**src/rtl/dct_pkg.sv**
```systemverilog
package dct_pkg;

  typedef enum logic [1:0] {
    EDG_FALL = 2'b00,
    EDG_RISE = 2'b01,
    EDG_NONE = 2'b10,
    EDG_BOTH = 2'b11
  } edge_sel_e;

  localparam logic [2:0] A_MODE = 3'd0;
  localparam logic [2:0] A_EDGE = 3'd1;
  localparam logic [2:0] A_CAPC = 3'd2;
  localparam logic [2:0] A_STAT = 3'd3;
  localparam logic [2:0] A_CNT  = 3'd4;
  localparam logic [2:0] A_CAP0 = 3'd5;
  localparam logic [2:0] A_CAP1 = 3'd6;

  // True when an accepted change to level new_lvl matches the edge code.
  function automatic logic edge_match(input logic [1:0] sel, input logic new_lvl);
    logic m;
    case (edge_sel_e'(sel))
      EDG_FALL: m = ~new_lvl;
      EDG_RISE: m = new_lvl;
      EDG_BOTH: m = 1'b1;
      default:  m = 1'b0;
    endcase
    return m;
  endfunction

endpackage

```
**src/rtl/dct_edge_filter.sv**
```systemverilog
module dct_edge_filter #(
  parameter int SYNC_STAGES = 2
) (
  input  logic       clk,
  input  logic       rst_n,
  input  logic       smp_en,
  input  logic       pin,
  input  logic [1:0] sel,
  output logic       hit
);
  import dct_pkg::*;

  logic [SYNC_STAGES-1:0] sync_q, sync_d;
  logic                   sync_out;
  logic                   smp_q, smp_d;
  logic                   lvl_q, lvl_d;
  logic                   chg;

  assign sync_out = sync_q[SYNC_STAGES-1];

  always_comb begin
    sync_d = {sync_q[SYNC_STAGES-2:0], pin};
    smp_d  = smp_q;
    lvl_d  = lvl_q;
    chg    = 1'b0;
    if (smp_en) begin
      smp_d = sync_out;
      if ((sync_out == smp_q) && (sync_out != lvl_q)) begin
        lvl_d = sync_out;
        chg   = 1'b1;
      end
    end
  end

  assign hit = chg & edge_match(sel, sync_out);

  always_ff @(posedge clk or negedge rst_n) begin
    if (!rst_n) begin
      sync_q <= '0;
      smp_q  <= 1'b0;
      lvl_q  <= 1'b0;
    end else begin
      sync_q <= sync_d;
      smp_q  <= smp_d;
      lvl_q  <= lvl_d;
    end
  end

  AST_FILT_GATED: assert property (@(posedge clk) disable iff (!rst_n)
    !smp_en |-> !hit);
  AST_FILT_LVL_HOLD: assert property (@(posedge clk) disable iff (!rst_n)
    !smp_en |=> $stable(lvl_q));

endmodule

```
**src/rtl/dct_free_counter.sv**
```systemverilog
module dct_free_counter #(
  parameter int CNT_W = 16
) (
  input  logic             clk,
  input  logic             rst_n,
  input  logic             tick,
  input  logic             run,
  output logic [CNT_W-1:0] cnt,
  output logic             wrap
);
  logic [CNT_W-1:0] cnt_d;
  logic             step;

  assign step = tick & run;
  assign wrap = step & (&cnt);

  always_comb begin
    cnt_d = cnt;
    if (step) cnt_d = cnt + 1'b1;
  end

  always_ff @(posedge clk or negedge rst_n) begin
    if (!rst_n) cnt <= '0;
    else        cnt <= cnt_d;
  end

  AST_CNT_HOLD: assert property (@(posedge clk) disable iff (!rst_n)
    !(tick && run) |=> $stable(cnt));
  AST_CNT_STEP: assert property (@(posedge clk) disable iff (!rst_n)
    (tick && run) |=> (cnt == $past(cnt) + 1'b1));

endmodule

```
**src/rtl/dual_capture_timer.sv**
```systemverilog
module dual_capture_timer #(
  parameter int CNT_W       = 16,
  parameter int SYNC_STAGES = 2,
  parameter int CFG_W       = 8
) (
  input  logic             clk,
  input  logic             rst_n,
  input  logic             cnt_en,
  input  logic             in0,
  input  logic             in1,
  input  logic             wr_en,
  input  logic [2:0]       wr_addr,
  input  logic [CFG_W-1:0] wr_data,
  input  logic [2:0]       rd_addr,
  output logic [CNT_W-1:0] rd_data,
  output logic             irq0,
  output logic             irq1,
  output logic             ovf_flag
);
  import dct_pkg::*;

  localparam int NCH   = 2;
  localparam int PAD_C = CNT_W - CFG_W;
  localparam int PAD_S = CNT_W - 3;

  logic [CFG_W-1:0] mode_q, mode_d;
  logic [CFG_W-1:0] edge_q, edge_d;
  logic [CFG_W-1:0] capc_q, capc_d;
  logic [CNT_W-1:0] cap0_q, cap0_d;
  logic [CNT_W-1:0] cap1_q, cap1_d;
  logic             f0_q, f0_d, f1_q, f1_d, ov_q, ov_d;

  logic [CNT_W-1:0] cnt;
  logic             wrap, run;
  logic [NCH-1:0]   pins, hit;
  logic             set0, set1;
  logic [2:0]       clr;

  assign run  = (mode_q[3:2] == 2'b01);
  assign pins = {in1, in0};

  dct_free_counter #(.CNT_W(CNT_W)) u_cnt (
    .clk  (clk),
    .rst_n(rst_n),
    .tick (cnt_en),
    .run  (run),
    .cnt  (cnt),
    .wrap (wrap)
  );

  for (genvar g = 0; g < NCH; g++) begin : g_ch
    dct_edge_filter #(.SYNC_STAGES(SYNC_STAGES)) u_filt (
      .clk   (clk),
      .rst_n (rst_n),
      .smp_en(cnt_en),
      .pin   (pins[g]),
      .sel   (edge_q[4+2*g +: 2]),
      .hit   (hit[g])
    );
  end

  // Crossed mapping: input 0 feeds register 1, input 1 feeds register 0.
  assign set1 = hit[0] & capc_q[2];
  assign set0 = hit[1] & capc_q[0] & ~capc_q[1];
  assign clr  = (wr_en && wr_addr == A_STAT) ? wr_data[2:0] : 3'b000;

  always_comb begin
    mode_d = mode_q;
    edge_d = edge_q;
    capc_d = capc_q;
    if (wr_en) begin
      case (wr_addr)
        A_MODE:  mode_d = wr_data;
        A_EDGE:  edge_d = wr_data;
        A_CAPC:  capc_d = wr_data;
        default: ;
      endcase
    end
    cap0_d = set0 ? cnt : cap0_q;
    cap1_d = set1 ? cnt : cap1_q;
    f0_d   = set0 | (f0_q & ~clr[0]);
    f1_d   = set1 | (f1_q & ~clr[1]);
    ov_d   = wrap | (ov_q & ~clr[2]);
  end

  always_ff @(posedge clk or negedge rst_n) begin
    if (!rst_n) begin
      mode_q <= '0;
      edge_q <= '0;
      capc_q <= '0;
      cap0_q <= '0;
      cap1_q <= '0;
      f0_q   <= 1'b0;
      f1_q   <= 1'b0;
      ov_q   <= 1'b0;
    end else begin
      mode_q <= mode_d;
      edge_q <= edge_d;
      capc_q <= capc_d;
      cap0_q <= cap0_d;
      cap1_q <= cap1_d;
      f0_q   <= f0_d;
      f1_q   <= f1_d;
      ov_q   <= ov_d;
    end
  end

  always_comb begin
    case (rd_addr)
      A_MODE:  rd_data = {{PAD_C{1'b0}}, mode_q};
      A_EDGE:  rd_data = {{PAD_C{1'b0}}, edge_q};
      A_CAPC:  rd_data = {{PAD_C{1'b0}}, capc_q};
      A_STAT:  rd_data = {{PAD_S{1'b0}}, ov_q, f1_q, f0_q};
      A_CNT:   rd_data = cnt;
      A_CAP0:  rd_data = cap0_q;
      A_CAP1:  rd_data = cap1_q;
      default: rd_data = '0;
    endcase
  end

  assign irq0     = f0_q;
  assign irq1     = f1_q;
  assign ovf_flag = ov_q;

  AST_CAP1_LOAD: assert property (@(posedge clk) disable iff (!rst_n)
    (hit[0] && capc_q[2]) |=> (cap1_q == $past(cnt)));
  AST_CAP0_LOAD: assert property (@(posedge clk) disable iff (!rst_n)
    (hit[1] && capc_q[0] && !capc_q[1]) |=> (cap0_q == $past(cnt)));
  AST_CAP0_KEEP: assert property (@(posedge clk) disable iff (!rst_n)
    !(hit[1] && capc_q[0] && !capc_q[1]) |=> $stable(cap0_q));
  AST_FLAG1_SET: assert property (@(posedge clk) disable iff (!rst_n)
    (hit[0] && capc_q[2]) |=> irq1);
  AST_OVF_SET: assert property (@(posedge clk) disable iff (!rst_n)
    (cnt_en && run && (&cnt)) |=> ovf_flag);
  AST_OVF_STICKY: assert property (@(posedge clk) disable iff (!rst_n)
    (ovf_flag && !(wr_en && wr_addr == A_STAT && wr_data[2])) |=> ovf_flag);

endmodule

```
**config.mk**
```make
export PLATFORM = sky130hd
export DESIGN_NAME = dual_capture_timer
export DESIGN_NICKNAME = d
export VERILOG_FILES = /design/src/rtl/dct_pkg.sv /design/src/rtl/dct_edge_filter.sv /design/src/rtl/dct_free_counter.sv /design/src/rtl/dual_capture_timer.sv
export SDC_FILE = /design/constraint.sdc
export NUM_CORES = 1
export LEC_CHECK = 0
export BUFFER_PORTS_ARGS = -buffer_cell sky130_fd_sc_hd__buf_2
export CAP_MARGIN = 20
export CORE_ASPECT_RATIO = 1.75
export CORE_MARGIN = 3
export CORE_UTILIZATION = 59
export CTS_CLUSTER_DIAMETER = 100
export DETAILED_ROUTE_END_ITERATION = 10
export PLACE_DENSITY_LB_ADDON = 0.1
export REMOVE_ABC_BUFFERS = 1
export SYNTH_ARGS = -nofsm -noshare
export SYNTH_HDL_FRONTEND = slang
export SYNTH_HIERARCHICAL = 1
export SYNTH_SLANG_ARGS = --single-unit
```
**constraint.sdc**
```tcl
create_clock -name clk -period 2.2 [get_ports clk]
set_input_delay 0.11 -clock clk [delete_from_list [all_inputs] [get_ports clk]]
set_output_delay 0.11 -clock clk [all_outputs]
set_load 0.01 [all_outputs]
```
==> results of run 1 <==
## metrics by stage
stage | total power, W | setup slack [ns]
final | 0.00406 | 0.459
after floorplan | 0.00233 | 0.638
after CTS | 0.00411 | 0.440
after global routing | 0.00426 | 0.321
after global placement | 0.00257 | 0.491
after detailed placement | 0.00261 | 0.454
## kinds of logic (layout without fill, tap and decap cells)
| kind of cell | after synthesis | count (layout) | synth area share |
|---|---|---|---|
| mux | 89 | 89 | 0.243 |
| flops | 83 | 83 | 0.520 |
| simple gates | 69 | 69 | 0.110 |
| compound gates | 35 | 35 | 0.0658 |
| xor+xnor | 17 | 17 | 0.0373 |
| buf+inv | 14 | 67 | 0.0213 |
| fa+ha+maj | 1 | 1 | 0.00313 |
## metal layers
| metal | up-vias | share of wire | track usage |
|---|---|---|---|
| li1 | 1216 | - | - |
| met1 | 1296 | 0.40 | 0.262 |
| met4 | 0 | 0.031 | 0.118 |
| met5 | - | 0 | 0 |
| met3 | 17 | 0.022 | 0.0362 |
| met2 | 39 | 0.55 | 0.407 |
## layout by cell type (no fill, tap or decap), types with 2 or more instances in the layout
| master | instances |
|---|---|
| a21boi_0 | 8 |
| nand4_1 | 5 |
| buf_2 | 37 |
| o221ai_1 | 3 |
| nand3_1 | 10 |
| mux2_2 | 64 |
| or2_2 | 8 |
| nand2_1 | 14 |
| xnor2_1 | 12 |
| o22a_1 | 2 |
| a22o_1 | 2 |
| or3_1 | 2 |
| nor2b_1 | 4 |
| buf_4 | 7 |
| and3_1 | 4 |
| a21oi_1 | 3 |
| a22oi_1 | 2 |
| xor2_1 | 5 |
| mux2i_1 | 25 |
| clkinv_2 | 3 |
| nand2b_1 | 6 |
| a21o_1 | 3 |
| o21ai_0 | 3 |
| a31oi_1 | 2 |
| clkbuf_16 | 9 |
| nand4bb_1 | 2 |
| o22ai_1 | 2 |
| nor2_1 | 4 |
| dfrtp_1 | 83 |
| dlygate4sd3_1 | 5 |
## state kept, by name, indices dropped and copies added, names as in the netlist
name,cells
cap0_q,16
cap1_q,16
capc_q,8
edge_q,8
g_ch.u_filt/lvl_q,2
g_ch.u_filt/smp_q,2
g_ch.u_filt/sync_q,4
irq0,1
irq1,1
mode_q,8
ovf_flag,1
u_cnt/cnt,16
## synthesized netlist by cell type, drive strengths merged (3+ instances only)
master	count	area, sq um
nor2b	4	25.0
mux2i	25	250
nor2	5	21.3
nand3	10	50.1
a21boi	8	60.1
and3	4	25.0
nand2b	6	37.5
nand4	6	43.8
xnor2	12	105
a21oi	3	15.0
dfrtp	83	2080
mux2	64	721
xor2	5	43.8
a21o	3	22.5
o21ai	3	15.0
or2	8	50.1
buf	11	73.8
nand2	14	52.6
o221ai	3	26.3
## path summary, 6_finish.rpt
kind,start,depth (start not counted),endpoint
max in group asynchronous,rst_n,3,edge_q[2]
setup / recovery,g_ch[1].u_filt/smp_q,4,cap0_q[2]
min in group asynchronous,rst_n,3,cap1_q[10]
hold / removal,wr_data[7],2,capc_q[7]
setup reg to reg,g_ch[1].u_filt/smp_q,4,cap0_q[2]
hold reg to reg,g_ch[1].u_filt/sync_q[0],0,g_ch[1].u_filt/sync_q[1]
## power breakdown
part           switching, W  leakage, nW  internal (W)
Sequential         0.000205         1.08       0.00175
Combinational      0.000279        0.977      0.000346
Clock              0.000581        0.145      0.000904
Total               0.00107         2.20       0.00300
## cell type report
| cell class | count | area, sq um | area share |
|---|---|---|---|
| multi-input cells | 211 | 1830 | 0.397 |
| clock inverters | 5 | 52.6 | 0.0114 |
| well taps | 82 | 103 | 0.0222 |
| flip-flops and latches | 83 | 2080 | 0.450 |
| inverters | 1 | 3.75 | 0.000813 |
| repair buffers | 50 | 308 | 0.0666 |
| clock buffers | 11 | 243 | 0.0525 |
## worst max-delay path: stages, from the launching register on
cell,delay (ns)
dfrtp_1,0.41
nand4bb_1,0.20
o22ai_1,0.18
nand3b_2,0.41
mux2_2,0.42
==> results_dict.tcl, run 1 <==
set metrics [dict create \
    portBuffers 38 \
    start_kind "register" \
    grt_pass1_vias 2694 \
    postRouteAntennaNets 0 \
    synth-seq-area-share 0.520 \
    max-vdd-ir-drop_mv 0.660 \
    ios 39 \
    first_pass_iters 4 \
    critPathKind "register to register" \
    dieArea_sq_um 7830 \
    stdcell_count 443 \
    fmax_mhz 574 \
    fin_nets 377 \
    htreeDepth 3 \
    final_util 0.706 \
    gp_congestion 0.759 \
    postCtsSetupRepairBufs 0 \
    wl_per_cell_um 18.0 \
    clock-sinks 83 \
    core_sq_um 6540 \
    cp.arrival_ns 1.96 \
    synthFlopType "dfrtp_1" \
    netlist_instances 308 \
    num_rows 39 \
    clock_latency_ns 0.34 \
    hpwlAfterDp_um 5490 \
    hp-class "input pin to register" \
    synth-seq-cells 83 \
    cts_tree "done" \
    clockBufferDepth 2 \
    synth_edf_count 0 \
    cts_resized 0 \
    grt_pass1_wl_um 13200 \
    placed_area_sq_um 4270 \
    finalSetupViolations 0 \
    async_flop_share 1.00 \
    cts-root-buf "clkbuf_16" \
    placed_cells 422 \
    crit_fanout 18 \
    wl_um 7980 \
    syn_area_sq_um 4000 \
    fin_tns_setup_ns 0 \
    antenna_found_initial 0 \
    vias 2568 \
    holdBufCountCts 5 \
    period_share 0.792 \
    crit_path_end_kind "register" \
    timing.reg2reg.setup_slack_ns 0.46 \
    antenna_cells 0 \
    area_delta_synth_final_pct 15.6 \
    die_y_um 115 \
    p_per_area_nw_per_um2 880 \
    drv_slew 0 \
    min_period_ns 1.74 \
    skew_ns 0.00660 \
    drt_iter0_markers 140 \
    drv_cap 0 \
    synth.avg_cell_area_sq_um 13.0 \
    holdWs_ns 0.0326 \
    layout-drive-gt1-share 0.385 \
    slew_headroom 0.509 \
    start_util 0.611 \
    tightest_slew_ns 0.737 \
    gr-total-overflow 0 \
    die_w_um 68.2 \
    via_per_inst 5.80 \
    grt_usage 0.231 \
    cp.required_ns 2.42 \
    cts_buffers 9 \
    drc 0 \
    status "finished clean" \
    yosys_warnings 6 \
    rsz0062_at_grt "false" \
    cts.clk_slew.worst_paths_ns 0.06 \
    fill_cells 509 \
    p_leak_nw 2.20 \
    hold_viol 0 \
    final_area_sq_um 4620 \
    grt_max_degree 84 \
    ys_types 45 \
]
Power figures use the tool's default switching activity.
==> inputs of run 2 (changes only) <==
- clock period: 2.2 -> 1.65 ns (I/O delays scaled with it)
==> run 2 against run 1 <==
Against the previous run: critical path depth rose by 1; sequential power is 32% higher; first-iteration DRC count is 35% lower; non-clock buffer count increased by 10; sequential share of layout area is 1.5 points lower.
==> results_dict.tcl, run 2 (synthesis gave the netlist of run 1 again) <==
set metrics [dict create \
    path_delay_family "flip-flops" \
    final_util 0.731 \
    hp-class "input pin to register" \
    pre_cts_slack_ns 0.112 \
    clockBufferDepth 2 \
    cts_buffers 9 \
    grt_pass1_wl_um 13400 \
    via_per_inst 5.78 \
    fin_nets 387 \
    antenna_found_initial 0 \
    num_rows 39 \
    gr-total-overflow 0 \
    cpPeakStageDelay_ns 0.39 \
    cp.required_ns 1.57 \
    fmax_mhz 625 \
    grt_max_degree 65 \
    area_delta_synth_final_pct 19.6 \
    seq_area_sq_um 2080 \
    final_cell_mix "dfrtp_1 (82), mux2_2 (64), buf_2 (37)" \
    die_y_um 115 \
    hpwlAfterDp_um 5780 \
    period_share 0.970 \
    placed_cells 430 \
    critPathKind "register to output port" \
    gp_congestion 0.776 \
    drc 0 \
    hold_viol 0 \
    cp.arrival_ns 1.52 \
    rsz0062_at_grt "true" \
    wl_per_cell_um 18.1 \
    postCtsSetupRepairBufs 0 \
    tightest_slew_ns 0.564 \
    max-vdd-ir-drop_mv 0.990 \
    clock_latency_ns 0.33 \
    drv_slew 0 \
    vias 2618 \
    die_w_um 68.2 \
    finalSetupViolations 0 \
    p_per_area_nw_per_um2 1210 \
    core_sq_um 6540 \
    clock-sinks 83 \
    final_common_cell "dfrtp_1" \
    first_pass_iters 4 \
    portBuffers 38 \
    antenna_cells 0 \
    layout-drive-gt1-share 0.396 \
    cts_tree "done" \
    grt_pass1_vias 2787 \
    drt_iter0_markers 91 \
    fill_cells 483 \
    skew_ns 0.00341 \
    cts.clk_slew.worst_paths_ns 0.06 \
    finalWorstSetupSlack_ns 0.0498 \
    reg.largest.list "cap0_q (16), cap1_q (16), u_cnt/cnt (16)" \
    slew_headroom 0.624 \
    multi_input_area_sq_um 1830 \
    crit_fanout 5 \
    drv_cap 0 \
    p_leak_nw 2.28 \
    crit_chain "buf_6 -> mux2i_1 -> o21ai_1 -> a221o_1 -> buf_2" \
    status "finished clean" \
    wl_um 8210 \
    critical_path_buf_inv_count 2 \
    slowest_stage "dfrtp_1" \
    stdcell_count 453 \
    start_kind "register" \
    grt_usage 0.237 \
    postRouteAntennaNets 0 \
    dieArea_sq_um 7830 \
    ios 39 \
    start_util 0.611 \
    min_period_ns 1.60 \
    htreeDepth 3 \
    cts-root-buf "clkbuf_16" \
    power.total_w 0.00580 \
    crit_path_end_kind "output port" \
]
==> run 2: cell types whose count changed in the layout (fill, tap and decap cells not counted), sizes merged <==
| cell | before | now |
|---|---|---|
| bufinv | 1 | 3 |
| dlygate4sd3 | 5 | 7 |
| buf | 45 | 53 |
| clkinv | 3 | 0 |
| clkbuf | 11 | 12 |
==> run 2: path summary, 6_finish.rpt <==
| kind | from | to | slack (ns) | depth (start not counted) |
|---|---|---|---|---|
| hold reg to reg | g_ch[0].u_filt/sync_q[0] | g_ch[0].u_filt/sync_q[1] | 0.35 | 0 |
| min in group asynchronous | rst_n | cap0_q[10] | 0.16 | 2 |
| hold / removal | wr_data[1] | irq1 | 0.005 | 2 |
| setup reg to reg | g_ch[0].u_filt/smp_q | cap1_q[15] | 0.12 | 5 |
| setup / recovery | u_cnt/cnt[1] | rd_data[1] | 0.05 | 5 |
| max in group asynchronous | rst_n | cap1_q[8] | 0.88 | 3 |
==> run 2: final cells by class <==
type                            instances  area share
Clock inverter                          4      0.0204
Clock buffer                           12      0.0516
Timing Repair Buffer                   60      0.0872
Multi-Input combinational cell        211       0.384
Tap cell                               82      0.0215
Sequential cell                        83       0.435
Inverter                                1    0.000786
==> run 2: through the flow <==
stage                     setup TNS [ns]  hold WS [ns]  cell area (sq um)
after floorplan                        0        -0.213               3910
after global placement                 0       -0.0219               4360
after detailed placement               0       -0.0217               4360
after CTS                              0     0.0000441               4770
after global routing            -0.00219        0.0155               4780
final                                  0       0.00456               4780
==> run 2: metal layers <==
layer	GRT usage	up-vias	share of wire	routed length (um)
met5	0	-	0	0
met4	0.126	0	0.027	225
met3	0.0489	14	0.028	226
met2	0.412	52	0.56	4570
met1	0.263	1318	0.39	3190
li1	-	1234	-	-
==> run 2: power by group <==
group	total, W	switching (W)	internal, W
logic	0.000968	0.000440	0.000528
registers	0.00257	0.000233	0.00233
clock network	0.00227	0.000746	0.00152
==> run 2: timing repair <==
item	CTS	global route
hold buffers	7	0
setup endpoints to repair	0	5
gates resized for setup	0	4
endpoints found under the hold margin	90	0
==> inputs of run 3 (changes only) <==
- CORE_ASPECT_RATIO: 1.75 -> 2
==> run 3 against run 2 <==
Against the previous run: core utilization is 0.93 points higher; clock-buffer cell count is 1 higher; global-route usage grew 0.40 points; die area is 0.26% higher; critical path type unchanged; worst hold slack better by 0.013 ns; final cell count increased by 1.8%.
==> results_dict.tcl, run 3 (synthesis gave the netlist of run 1 again) <==
set metrics [dict create \
    p_leak_nw 2.29 \
    layout-drive-gt1-share 0.408 \
    postCtsSetupRepairBufs 0 \
    rsz0062_at_grt "false" \
    grt_pass1_wl_um 13900 \
    wl_um 8530 \
    crit_fanout 6 \
    grt_usage 0.241 \
    clockBufferDepth 2 \
    portBuffers 38 \
    critPathKind "register to output port" \
    clock_latency_ns 0.33 \
    postRouteAntennaNets 0 \
    finalSetupViolations 0 \
    gp_congestion 0.795 \
    tightest_slew_ns 0.565 \
    p_per_area_nw_per_um2 1150 \
    multi_input_area_sq_um 1850 \
    crit_path_end_kind "output port" \
    die_y_um 122 \
    power_frac_seq 0.464 \
    fmax_mhz 637 \
    antenna_found_initial 0 \
    final_util 0.740 \
    num_rows 41 \
    status "finished clean" \
    antenna_cells 0 \
    dieArea_sq_um 7850 \
    hold_viol 0 \
    power.total_w 0.00551 \
    ios 39 \
    clock-sinks 83 \
    die_w_um 64.2 \
    cts.clk_slew.worst_paths_ns 0.06 \
    skew_ns 0.00486 \
    p_switching_w 0.00140 \
    vias 2701 \
    grt_pass1_vias 2757 \
    period_share 0.952 \
    final_common_cell "dfrtp_1" \
    final_cell_mix "dfrtp_1 (83), mux2_2 (64), buf_2 (37)" \
    drv_cap 0 \
    hp-class "input pin to register" \
    fin_nets 392 \
    gr-total-overflow 0 \
    wl_per_cell_um 18.5 \
    drc 0 \
    drv_slew 0 \
    pwr-share-clk 0.357 \
    start_util 0.618 \
    area_delta_synth_final_pct 19.7 \
    holdWs_ns 0.0176 \
    fill_cells 489 \
    power_frac_comb 0.179 \
    drt_iter0_markers 104 \
    max-vdd-ir-drop_mv 0.953 \
    cp.arrival_ns 1.49 \
    hpwlAfterDp_um 6140 \
    first_pass_iters 4 \
    cts_buffers 9 \
    fin_tns_setup_ns 0 \
    seq_area_sq_um 2080 \
    reg.largest.list "cap0_q (16), cap1_q (16), u_cnt/cnt (16)" \
    core_sq_um 6460 \
    cts-root-buf "clkbuf_16" \
    slew_headroom 0.624 \
    cp.required_ns 1.57 \
    grt_max_degree 31 \
    min_period_ns 1.57 \
    via_per_inst 5.86 \
    intPower_w 0.00411 \
    htreeDepth 3 \
    cts_tree "done" \
    swShare 0.255 \
    start_kind "register" \
]
## run 3: cell count changes in the layout (fill, tap and decap cells not counted), moves of 2 or more
cell       previous run  this run
a22oi_1               2         0
a22oi_2               0         2
buf_4                12        18
bufinv_16             3         1
## run 3: metal layers
metal	vias to the layer above	GRT usage	routed length [um]
li1	1255	-	-
met1	1386	0.260	3180
met2	49	0.450	4940
met3	11	0.0531	268
met4	0	0.0927	138
met5	-	0	0
## run 3: worst paths after layout
| check | start | endpoint | slack [ns] | depth (start not counted) |
|---|---|---|---|---|
| worst min-delay path | wr_data[6] | capc_q[6] | 0.02 | 2 |
| max in group asynchronous | rst_n | g_ch[1].u_filt/lvl_q | 0.87 | 3 |
| worst max-delay path | u_cnt/cnt[8] | rd_data[8] | 0.08 | 4 |
| worst max register to register | g_ch[0].u_filt/sync_q[1] | cap1_q[7] | 0.12 | 5 |
| min in group asynchronous | rst_n | cap0_q[10] | 0.23 | 2 |
| worst min register to register | g_ch[0].u_filt/sync_q[0] | g_ch[0].u_filt/sync_q[1] | 0.35 | 0 |
## run 3: what timing repair did
action / 4_1_cts / 5_1_grt
hold buffers: 7 / 0
endpoints found under the hold margin: 37 / 0
resized for setup: 0 / 6
setup endpoints to repair: 0 / 19
## run 3: cell type report
type	count	share of cell area
timing repair buffer	65	0.0942
clock inverter	2	0.00732
multi-input combinational	211	0.387
clock buffer	13	0.0544
tap	86	0.0225
inverter	1	0.000785
sequential	83	0.434
## run 3: metrics by stage
step	setup WS, ns	cells	instance area [sq um]
floorplan	0.0876	295	3910
global placement	0.0844	440	4410
detailed placement	0.0546	440	4410
CTS	0.0296	462	4770
global route	0.00279	461	4780
finish	0.0795	461	4780
## run 3: critical path, stage by stage (launching register included)
cell and delay [ns]:
dfrtp_1 0.45, mux2i_1 0.10, or2_2 0.28, a21boi_0 0.17, buf_2 0.16
## run 3: power groups by stage
stage	combinational, W	sequential (W)	clock, W
6_report	0.000987	0.00256	0.00197
5_1_grt	0.00109	0.00260	0.00208
4_1_cts	0.00102	0.00255	0.00201
3_5_place_dp	0.00100	0.00258	0
3_3_place_gp	0.000969	0.00257	0
2_1_floorplan	0.000547	0.00256	0
